--- config.mk ---
export PLATFORM = sky130hd
export DESIGN_NAME = rtd_spi_regbank
export DESIGN_NICKNAME = d
export VERILOG_FILES = /design/src/rtl/rsr_pkg.sv /design/src/rtl/rsr_sync.sv /design/src/rtl/rsr_shifter.sv /design/src/rtl/rsr_regfile.sv /design/src/rtl/rtd_spi_regbank.sv
export SDC_FILE = /design/constraint.sdc
export NUM_CORES = 1
export LEC_CHECK = 0
export BUFFER_PORTS_ARGS = -buffer_cell sky130_fd_sc_hd__buf_4
export CAP_MARGIN = 5
export CELL_PAD_IN_SITES_DETAIL_PLACEMENT = 2
export CELL_PAD_IN_SITES_GLOBAL_PLACEMENT = 2
export CORE_MARGIN = 10
export CORE_UTILIZATION = 46
export CTS_CLUSTER_SIZE = 14
export DETAILED_ROUTE_END_ITERATION = 7
export PLACE_DENSITY = 0.9
export SYNTH_ARGS = -nofsm -noshare
export SYNTH_HDL_FRONTEND = slang
export SYNTH_SLANG_ARGS = --single-unit
--- constraint.sdc ---
create_clock -name clk -period 5 [get_ports clk]
set_clock_uncertainty 0.05 [all_clocks]
set_input_delay 1 -clock clk [delete_from_list [all_inputs] [get_ports clk]]
set_output_delay 1 -clock clk [all_outputs]
set_load 0.01 [all_outputs]
--- src/rtl/rsr_pkg.sv ---
package rsr_pkg;

   // direction carried in the top bit of the command byte
   typedef enum logic {
      DIR_READ  = 1'b0,
      DIR_WRITE = 1'b1
   } rsr_dir_e;

   // bits per serial byte; the command format depends on this value
   localparam int unsigned RSR_BYTE = 8;

endpackage

--- src/rtl/rsr_sync.sv ---
module rsr_sync #(
   parameter int unsigned STAGES = 2,
   parameter int unsigned W      = 3,
   parameter logic [W-1:0] RST_VAL = '0
) (
   input  logic         clk,
   input  logic         rst_n,
   input  logic [W-1:0] d,
   output logic [W-1:0] q
);

   logic [W-1:0] stg [STAGES];

   for (genvar s = 0; s < STAGES; s++) begin : g_stage
      if (s == 0) begin : g_first
         always_ff @(posedge clk or negedge rst_n) begin
            if (!rst_n) stg[0] <= RST_VAL;
            else        stg[0] <= d;
         end
      end else begin : g_next
         always_ff @(posedge clk or negedge rst_n) begin
            if (!rst_n) stg[s] <= RST_VAL;
            else        stg[s] <= stg[s-1];
         end
      end
   end

   assign q = stg[STAGES-1];

endmodule

--- src/rtl/rsr_shifter.sv ---
module rsr_shifter
   import rsr_pkg::*;
#(
   parameter int unsigned DATA_W = 8,
   localparam int unsigned AW    = DATA_W - 1
) (
   input  logic              clk,
   input  logic              rst_n,
   input  logic              cs_act,
   input  logic              sclk_s,
   input  logic              mosi_s,
   input  logic [DATA_W-1:0] rd_data,
   output logic              dec_stb,
   output rsr_dir_e          dec_dir,
   output logic [AW-1:0]     dec_addr,
   output logic              wr_stb,
   output logic [DATA_W-1:0] wr_data,
   output logic              miso
);

   localparam int unsigned FRAME = 2 * DATA_W;
   localparam int unsigned CW    = $clog2(FRAME + 1);
   localparam logic [CW-1:0] C_ADDR_LAST = CW'(DATA_W - 1);
   localparam logic [CW-1:0] C_DATA_FST  = CW'(DATA_W);
   localparam logic [CW-1:0] C_LAST      = CW'(FRAME - 1);
   localparam logic [CW-1:0] C_FRAME     = CW'(FRAME);

   logic              sclk_d;
   logic              cs_d;
   logic              phase;      // 0: next edge launches, 1: next edge captures
   logic [CW-1:0]     cnt;        // captured bits, saturates at FRAME
   logic [DATA_W-1:0] sh_in;
   logic [DATA_W-1:0] tx;
   logic              edge_seen;
   logic              start;
   logic              in_data;

   assign edge_seen = sclk_s ^ sclk_d;
   assign start     = cs_act & ~cs_d;
   assign in_data   = (cnt >= C_DATA_FST) && (cnt < C_FRAME);

   always_ff @(posedge clk or negedge rst_n) begin
      if (!rst_n) begin
         sclk_d <= 1'b0;
         cs_d   <= 1'b0;
      end else begin
         sclk_d <= sclk_s;
         cs_d   <= cs_act;
      end
   end

   always_ff @(posedge clk or negedge rst_n) begin
      if (!rst_n) begin
         phase    <= 1'b0;
         cnt      <= '0;
         sh_in    <= '0;
         tx       <= '0;
         miso     <= 1'b0;
         dec_stb  <= 1'b0;
         dec_dir  <= DIR_READ;
         dec_addr <= '0;
         wr_stb   <= 1'b0;
         wr_data  <= '0;
      end else begin
         dec_stb <= 1'b0;
         wr_stb  <= 1'b0;
         if (!cs_act || start) begin
            phase <= 1'b0;
            cnt   <= '0;
            sh_in <= '0;
            miso  <= 1'b0;
         end else begin
            if (dec_stb && dec_dir == DIR_READ) begin
               tx <= rd_data;
            end
            if (edge_seen) begin
               if (!phase) begin
                  phase <= 1'b1;
                  if (in_data) begin
                     miso <= tx[DATA_W-1];
                     tx   <= {tx[DATA_W-2:0], 1'b0};
                  end
               end else begin
                  phase <= 1'b0;
                  if (cnt < C_FRAME) begin
                     sh_in <= {sh_in[DATA_W-2:0], mosi_s};
                     cnt   <= cnt + 1'b1;
                     if (cnt == C_ADDR_LAST) begin
                        dec_stb  <= 1'b1;
                        dec_dir  <= rsr_dir_e'(sh_in[DATA_W-2]);
                        dec_addr <= {sh_in[AW-2:0], mosi_s};
                     end
                     if (cnt == C_LAST) begin
                        wr_stb  <= (dec_dir == DIR_WRITE);
                        wr_data <= {sh_in[DATA_W-2:0], mosi_s};
                     end
                  end
               end
            end
         end
      end
   end

endmodule

--- src/rtl/rsr_regfile.sv ---
module rsr_regfile #(
   parameter int unsigned DATA_W   = 8,
   parameter int unsigned NUM_REGS = 8,
   parameter int unsigned HI_ADDR  = 1,
   parameter int unsigned LO_ADDR  = 2,
   localparam int unsigned AW      = DATA_W - 1,
   localparam int unsigned RES_W   = 2 * DATA_W
) (
   input  logic              clk,
   input  logic              rst_n,
   input  logic              wr_stb,
   input  logic [AW-1:0]     wr_addr,
   input  logic [DATA_W-1:0] wr_data,
   input  logic [AW-1:0]     rd_addr,
   output logic [DATA_W-1:0] rd_data,
   input  logic              rd_stb,
   input  logic              res_load,
   input  logic [RES_W-1:0]  res_data,
   output logic              rdy_n
);

   localparam logic [AW-1:0] A_HI = AW'(HI_ADDR);
   localparam logic [AW-1:0] A_LO = AW'(LO_ADDR);

   logic [DATA_W-1:0] regs [NUM_REGS];

   for (genvar i = 0; i < NUM_REGS; i++) begin : g_reg
      logic [DATA_W-1:0] q;
      if (i == HI_ADDR) begin : g_hi
         always_ff @(posedge clk or negedge rst_n) begin
            if (!rst_n)        q <= '0;
            else if (res_load) q <= res_data[RES_W-1 -: DATA_W];
         end
      end else if (i == LO_ADDR) begin : g_lo
         always_ff @(posedge clk or negedge rst_n) begin
            if (!rst_n)        q <= '0;
            else if (res_load) q <= res_data[DATA_W-1:0];
         end
      end else begin : g_gen
         always_ff @(posedge clk or negedge rst_n) begin
            if (!rst_n)                             q <= '0;
            else if (wr_stb && wr_addr == AW'(i))   q <= wr_data;
         end
      end
      assign regs[i] = q;
   end

   always_comb begin
      rd_data = '0;
      for (int i = 0; i < NUM_REGS; i++) begin
         if (rd_addr == AW'(i)) rd_data = regs[i];
      end
   end

   // a new result has priority over a clear in the same cycle
   always_ff @(posedge clk or negedge rst_n) begin
      if (!rst_n)                                        rdy_n <= 1'b1;
      else if (res_load)                                 rdy_n <= 1'b0;
      else if (rd_stb && (rd_addr == A_HI || rd_addr == A_LO)) rdy_n <= 1'b1;
   end

endmodule

--- src/rtl/rtd_spi_regbank.sv ---
module rtd_spi_regbank
   import rsr_pkg::*;
#(
   parameter int unsigned DATA_W      = 8,
   parameter int unsigned NUM_REGS    = 8,
   parameter int unsigned SYNC_STAGES = 2,
   parameter int unsigned RES_HI_ADDR = 1,
   parameter int unsigned RES_LO_ADDR = 2,
   localparam int unsigned AW         = DATA_W - 1,
   localparam int unsigned RES_W      = 2 * DATA_W
) (
   input  logic             clk,
   input  logic             rst_n,
   input  logic             spi_cs_n,
   input  logic             spi_sclk,
   input  logic             spi_mosi,
   output logic             spi_miso,
   output logic             spi_miso_en,
   input  logic             result_load,
   input  logic [RES_W-1:0] result_data,
   output logic             rdy_n
);

   if (DATA_W != RSR_BYTE) begin : g_bad_width
      $error("rtd_spi_regbank: DATA_W must equal the serial byte size");
   end
   if (NUM_REGS < 3 || NUM_REGS > (1 << AW)) begin : g_bad_depth
      $error("rtd_spi_regbank: NUM_REGS out of range");
   end
   if (SYNC_STAGES < 2) begin : g_bad_sync
      $error("rtd_spi_regbank: SYNC_STAGES must be at least 2");
   end
   if (RES_HI_ADDR == RES_LO_ADDR || RES_HI_ADDR >= NUM_REGS || RES_LO_ADDR >= NUM_REGS) begin : g_bad_res
      $error("rtd_spi_regbank: result addresses invalid");
   end

   logic [2:0]        pins_s;
   logic              cs_act;
   logic              dec_stb;
   rsr_dir_e          dec_dir;
   logic [AW-1:0]     dec_addr;
   logic              wr_stb;
   logic [DATA_W-1:0] wr_data;
   logic [DATA_W-1:0] rd_data;
   logic              rd_stb;

   rsr_sync #(
      .STAGES (SYNC_STAGES),
      .W      (3),
      .RST_VAL(3'b100)
   ) u_sync (
      .clk  (clk),
      .rst_n(rst_n),
      .d    ({spi_cs_n, spi_sclk, spi_mosi}),
      .q    (pins_s)
   );

   assign cs_act = ~pins_s[2];
   assign rd_stb = dec_stb & (dec_dir == DIR_READ);

   rsr_shifter #(
      .DATA_W(DATA_W)
   ) u_shift (
      .clk     (clk),
      .rst_n   (rst_n),
      .cs_act  (cs_act),
      .sclk_s  (pins_s[1]),
      .mosi_s  (pins_s[0]),
      .rd_data (rd_data),
      .dec_stb (dec_stb),
      .dec_dir (dec_dir),
      .dec_addr(dec_addr),
      .wr_stb  (wr_stb),
      .wr_data (wr_data),
      .miso    (spi_miso)
   );

   rsr_regfile #(
      .DATA_W  (DATA_W),
      .NUM_REGS(NUM_REGS),
      .HI_ADDR (RES_HI_ADDR),
      .LO_ADDR (RES_LO_ADDR)
   ) u_regs (
      .clk     (clk),
      .rst_n   (rst_n),
      .wr_stb  (wr_stb),
      .wr_addr (dec_addr),
      .wr_data (wr_data),
      .rd_addr (dec_addr),
      .rd_data (rd_data),
      .rd_stb  (rd_stb),
      .res_load(result_load),
      .res_data(result_data),
      .rdy_n   (rdy_n)
   );

   assign spi_miso_en = cs_act;

endmodule

==> results.toml, run 1 <==
[hold_path]
holdPathEnd = "u_sync.q[0]$_DFF_PN0_"
min_delay_path_depth = 0
hold_path.class = "reg -> reg"
hold_start = "u_sync.stg[3]$_DFF_PN0_"

[sta]
min_period_ns = 2.86
setup_viol_count_final = 0
finalCritPeriodShare_pct = 57.1
slew_viol_final = 0
max_freq_ghz = 0.350
fin_tns_setup_ns = 0
timing_hold_violations_final = 0
max_slew_margin_pct = 15.6
worst_slew_pin_slew_ns = 1.26
grt_setup_unrepaired = "false"

[clocking]
clk_latency_ns = 0.52
cts_sinks = 113
cts_resized = 0
cts_buffers = 17
cts_tree = "done"
cts-root-buf = "clkbuf_8"
postCtsSetupBuffers = 0
htree_levels = 4
ctsHoldBuffers = 0
path_clk_slew_ns = 0.06
clockBufferDepth = 2

[grt]
antenna_found_initial = 0
first_global_vias = 4255
grt_max_degree = 81
grt_first_pass_wirelength_mm = 28.0
overflow = 0
track_usage_pct = 25.2

[detailed_routing]
ant_nets = 0
wl_per_cell_um = 31.7
drt_iter0_drc = 271
routed_wirelength_mm = 17.9
vias_per_cell = 6.37
num_vias = 3600
dr.pass1.iters = 5
drc = 0

[worst_setup_path]
r2r-start = "u_sync.q[1]$_DFF_PN0_"
worstSetupStartpointType = "register"
crit_buf_inv = 0
cp_slowest_cell = "nor4_2"
cp.required_ns = 5.35
criticalPathCategory = "reg -> reg"
rr_endpoint = "u_shift.dec_addr[3]$_DFFE_PN0P_"
reg2reg_depth = 4
max_stage_delay_ns = 1.04
worst-path-stages = 4
rrSetupSlack_ns = 2.14
arrival_ns = 3.21
crit_family = "simple AND/OR/NAND/NOR gates"
cp_cell_sequence = "xor2_1 -> nand3_1 -> nor4_2 -> mux2_2"
critPathCaptureType = "register"
worstPathMaxFanout = 12

[yosys]
ys_seq_area_share_pct = 57.0
syn_avg_cell_area_um2 = 12.9
netlist_area_mm2 = 0.00497
ys_ff_latch = 113
yosys-top-cells-area = "dfrtp_1, mux2_2, nand2_1"
synthArstFlopShare_pct = 100
syn_nets = 410
synth_cells = 385
netlist-cell-type-count = 48
yosys_warnings = 0
ys.flop_type = "dfrtp_1"
synth_edf_count = 0
synth_top_area_share_pct = 55.4
synth_top_cell_by_area = "dfrtp_1"

[floorplan]
pin_count = 25
initial_core_util_pct = 47.7
rows = 37
die-area_mm2 = 0.0154
die_w_um = 124
die_y_um = 124
core_mm2 = 0.0104

[pwr]
ir_drop_mv = 0.278
powerDensity_mw_per_mm2 = 390
power_frac_comb_pct = 3.0
power_report.internal_total_uw = 1790
power_frac_clock_pct = 55.8
leakagePower_uw = 0.00273
swShare_pct = 21.9
seqPwrFrac_pct = 41.2
p_switching_uw = 503

[placement]
gp_congestion = 0.789
numPortBuffers = 24
placedInstanceArea_mm2 = 0.00528
hpwl_mm = 9.93

[final_layout]
nets = 441
antenna_cells = 0
syn_to_final_growth_pct = 18.4
drive_gt1_share_pct = 36.1
final_area_mm2 = 0.00589

[job]
maxCapViolations = 0

[outcome]
status = "finished, final reports clean"
==> kinds of logic after synthesis <==
logic type	count (synthesis)	share of synthesized area, %
XOR/XNOR	6	1.06
multiplexers	94	21.5
adder cells (fa/ha/maj)	3	0.755
flip-flops	113	57.0
AND/OR/NAND/NOR	84	9.21
AO/OA/AOI/OAI	60	8.36
buffers and inverters	25	2.16
==> per-stage QoR <==
stage | util, % | std cells | setup slack, ns | hold WS (ns) | total power, uW
after floorplan | - | 385 | 2.84 | 0.281 | 984
after global placement | 50.7 | 533 | 2.56 | 0.284 | 1020
after detailed placement | 50.7 | 533 | 2.33 | 0.291 | 1030
after CTS | 56.5 | 565 | 2.23 | 0.305 | 2310
after global routing | 56.5 | 565 | 2.00 | 0.316 | 2360
final | 56.5 | 565 | 2.14 | 0.309 | 2300
==> final cells by class <==
cell class / count / area [um^2]
clock buffer: 21 / 449
clock inverter: 11 / 160
fill: 941 / 4530
inverter: 9 / 33.8
multi-input combinational: 247 / 2030
sequential: 113 / 2830
tap: 136 / 170
timing repair buffer: 28 / 210
==> power by group through the flow <==
stage / Clock [uW] / Combinational (uW) / Sequential [uW]
floorplan: 0 / 28.5 / 955
global placement: 0 / 63.6 / 959
detailed placement: 0 / 69.3 / 960
CTS: 1290 / 71.0 / 946
global route: 1330 / 76.4 / 948
finish: 1280 / 69.5 / 946
==> sequential cells by signal (all words and copies together), names as in the netlist, 3 cells and up <==
| signal | cells |
|---|---|
| u_regs.g.q | 64 |
| u_shift.cnt | 5 |
| u_shift.sh_in | 7 |
| u_shift.wr_data | 8 |
| u_sync.stg | 3 |
| u_sync.q | 3 |
| u_shift.tx | 8 |
| u_shift.dec_addr | 7 |
==> synthesized netlist by cell type, types with 6 or more instances <==
master    instances
inv_1             8
nor3_1            9
o211ai_1          6
nor2b_1          11
mux2i_1          10
dfrtp_1         110
o21ai_0           8
nor2_1           10
buf_2             8
a21oi_1          16
mux2_2           82
nand2_1          29
==> worst max path at each step <==
stage	startpoint	slack, ns	to
after global routing	u_sync.q[1]$_DFF_PN0_	2.00	u_shift.dec_addr[3]$_DFFE_PN0P_
after detailed placement	u_sync.q[1]$_DFF_PN0_	2.33	u_shift.dec_addr[3]$_DFFE_PN0P_
after floorplan	result_load	2.84	u_regs.g_reg[1].q[6]$_DFFE_PN0P_
after global placement	u_sync.q[2]$_DFF_PN1_	2.56	u_shift.dec_addr[5]$_DFFE_PN0P_
final	u_sync.q[1]$_DFF_PN0_	2.14	u_shift.dec_addr[3]$_DFFE_PN0P_
after CTS	u_sync.q[1]$_DFF_PN0_	2.23	u_shift.dec_addr[3]$_DFFE_PN0P_
==> cell usage in the layout, fill, tap and decap left out, types with 3 or more instances in the layout <==
cell type  instances
dfrtp_1          110
mux2_2            82
nand2_1           29
buf_4             28
a21oi_1           16
clkbuf_16         16
nor2b_1           11
nor2_1            10
mux2i_1           10
nor3_1             9
inv_1              8
o21ai_0            8
o211ai_1           6
nand3_1            5
o22ai_1            5
o32ai_1            5
a221oi_1           5
a221o_1            5
clkinv_2           5
xor2_1             4
bufinv_16          4
nand2b_1           3
nand4_2            3
ha_1               3
clkbuf_8           3
dfstp_2            3
==> per-layer routing <==
metal / track usage, % / share of wire [%] / wire length [um]
met5: 0 / 0 / 0
met4: 14.0 / 4.5 / 807
met3: 7.38 / 5.5 / 982
met2: 40.1 / 50 / 8980
met1: 30.3 / 40 / 7140
Note: power is estimated with default switching activity, not from simulation.
==> run 2: changes to the inputs <==
--- a/config.mk
+++ b/config.mk
@@ -10,10 +10,10 @@
 export CELL_PAD_IN_SITES_DETAIL_PLACEMENT = 2
 export CELL_PAD_IN_SITES_GLOBAL_PLACEMENT = 2
 export CORE_MARGIN = 10
-export CORE_UTILIZATION = 46
+export CORE_UTILIZATION = 43
 export CTS_CLUSTER_SIZE = 14
 export DETAILED_ROUTE_END_ITERATION = 7
-export PLACE_DENSITY = 0.9
+export PLACE_DENSITY = 0.85
 export SYNTH_ARGS = -nofsm -noshare
 export SYNTH_HDL_FRONTEND = slang
 export SYNTH_SLANG_ARGS = --single-unit
==> constraint.sdc (replaced) <==
create_clock -name clk -period 2.65 [get_ports clk]
set_clock_uncertainty 0.05 [all_clocks]
set_input_delay 0.53 -clock clk [delete_from_list [all_inputs] [get_ports clk]]
set_output_delay 0.53 -clock clk [all_outputs]
set_load 0.01 [all_outputs]
==> run 2 against run 1 <==
  * Fmax up 12%
  * Sequential share of layout area is 0.71 points lower
  * Sequential power is 88% higher
  * Register-to-register slack got worse by 2.0 ns
  * Die area up 5.8%
  * Design area grew 1.5%
  * Via count shrank 2.6%
  * Critical endpoint is now u_shift.tx[7]$_DFFE_PN0P_
  * Largest cell class unchanged
==> results.toml, run 2 (synthesis results as in run 1) <==
[outcome]
status = "finished, final reports clean"

[grt]
track_usage_pct = 21.4
use_met1_pct = 23.4
first_global_vias = 4223
overflow = 0
use_met3_pct = 6.08
busiest_layer = "met2"
grt_util_met2_pct = 36.3
grt_first_pass_wirelength_mm = 25.9
antenna_found_initial = 0
grt_max_degree = 50

[worst_setup_path]
worstSetupStartpointType = "register"
critPathCaptureType = "register"
cp_cell_sequence = "nor4_1 -> and2_2 -> o21ai_0 -> a221oi_1 -> a221o_1"
rr_endpoint = "u_shift.tx[7]$_DFFE_PN0P_"
worst-path-stages = 5
crit_end = "u_shift.tx[7]$_DFFE_PN0P_"
r2r-start = "u_shift.dec_addr[6]$_DFFE_PN0P_"
critPathLaunch = "u_shift.dec_addr[6]$_DFFE_PN0P_"
crit_family = "compound AO/OA/AOI/OAI gates"
cp.required_ns = 2.96
criticalPathCategory = "reg -> reg"
arrival_ns = 2.85
max_stage_delay_ns = 0.54
rrSetupSlack_ns = 0.11
crit_buf_inv = 0
cp_slowest_cell = "nor4_1"
reg2reg_depth = 5
worstPathMaxFanout = 11

[placement]
place_inst = 547
gp_congestion = 0.763
hpwl_mm = 9.58
numPortBuffers = 24

[sta]
finalCritPeriodShare_pct = 96.0
fin_tns_setup_ns = 0
max_freq_ghz = 0.393
worst_slew_pin_slew_ns = 0.735
setup_viol_count_final = 0
grt_setup_unrepaired = "false"
timing_hold_violations_final = 0
min_period_ns = 2.54
max_slew_margin_pct = 51.0
hold_ws_ns = 0.163
slew_viol_final = 0

[detailed_routing]
wl_per_cell_um = 28.2
drt_iter0_drc = 217
drc = 0
routed_wirelength_mm = 16.3
vias_per_cell = 6.05
ant_nets = 0
dr.pass1.iters = 4
num_vias = 3507

[floorplan]
rows = 39
core_mm2 = 0.0114
pin_count = 25
die_w_um = 128
die_y_um = 128
die-area_mm2 = 0.0163
initial_core_util_pct = 43.7

[pwr]
ir_drop_mv = 0.632
powerDensity_mw_per_mm2 = 710
leakagePower_uw = 0.00278

[final_layout]
final_cell_mix = "dfrtp_1, mux2_2, buf_4"
drive_gt1_share_pct = 37.1
final_common_cell = "dfrtp_1"
stdcell_count = 580
largest_register = "u_regs.g.q"
syn_to_final_growth_pct = 20.2
nets = 449
nFillCells = 1069
largest_reg_flops = 64
reg.largest.list = "u_regs.g.q (64), u_shift.tx (8), u_shift.wr_data (8)"
utilization_pct = 52.6
antenna_cells = 0

[hold_path]
hold_path.class = "in -> reg"

[clocking]
cts-root-buf = "clkbuf_16"
cts_tree = "done"
cts_buffers = 17
clk_latency_ns = 0.42
clockBufferDepth = 2
htree_levels = 4
cts_sinks = 113
path_clk_slew_ns = 0.06

[job]
maxCapViolations = 0
run 2: metal layers:
metal,wire length (um),vias up
met3,581,43
met1,6430,1884
met5,0,-
li1,-,1491
met2,8640,89
met4,682,0
run 2: worst min-delay path by stage:
stage                             from                          endpoint  cells past startpoint
2_1_floorplan                    rst_n  u_regs.g_reg[0].q[0]$_DFFE_PN0P_                      0
3_3_place_gp   u_sync.stg[3]$_DFF_PN0_             u_sync.q[0]$_DFF_PN0_                      0
3_5_place_dp   u_sync.stg[3]$_DFF_PN0_             u_sync.q[0]$_DFF_PN0_                      0
4_1_cts                       spi_sclk           u_sync.stg[4]$_DFF_PN0_                      1
5_1_grt                       spi_mosi           u_sync.stg[3]$_DFF_PN0_                      1
6_report                      spi_sclk           u_sync.stg[4]$_DFF_PN0_                      1
run 2: repair_timing:
action / CTS / global route
hold buffers: 1 / 0
endpoints found under the setup margin: 2 / 0
setup buffers: 0 / 0
resized for setup: 1 / 0
hold endpoints to repair: 1 / 0
run 2: where the power goes:
group          switching [uW]  internal (uW)
Sequential               22.6           1760
Combinational            81.8           59.9
Clock                     807           1510
run 2: area by class of cell:
class | instances | area [um^2] | share of cell area (%)
clock buffers | 29 | 561 | 9.38
clock inverters | 3 | 40.0 | 0.670
well taps | 143 | 179 | 2.99
flip-flops and latches | 113 | 2830 | 47.4
repair buffers | 36 | 298 | 4.98
inverters | 9 | 33.8 | 0.565
multi-input cells | 247 | 2030 | 34.0
run 2: stage by stage:
step                      worst slack [ns]  cell area, um^2  power (uW)
after floorplan                      0.700             4970        1860
after global placement               0.491             5360        1940
after detailed placement             0.262             5360        1950
after CTS                            0.141             5980        4300
after global routing                0.0366             5980        4380
final                                0.106             5980        4240
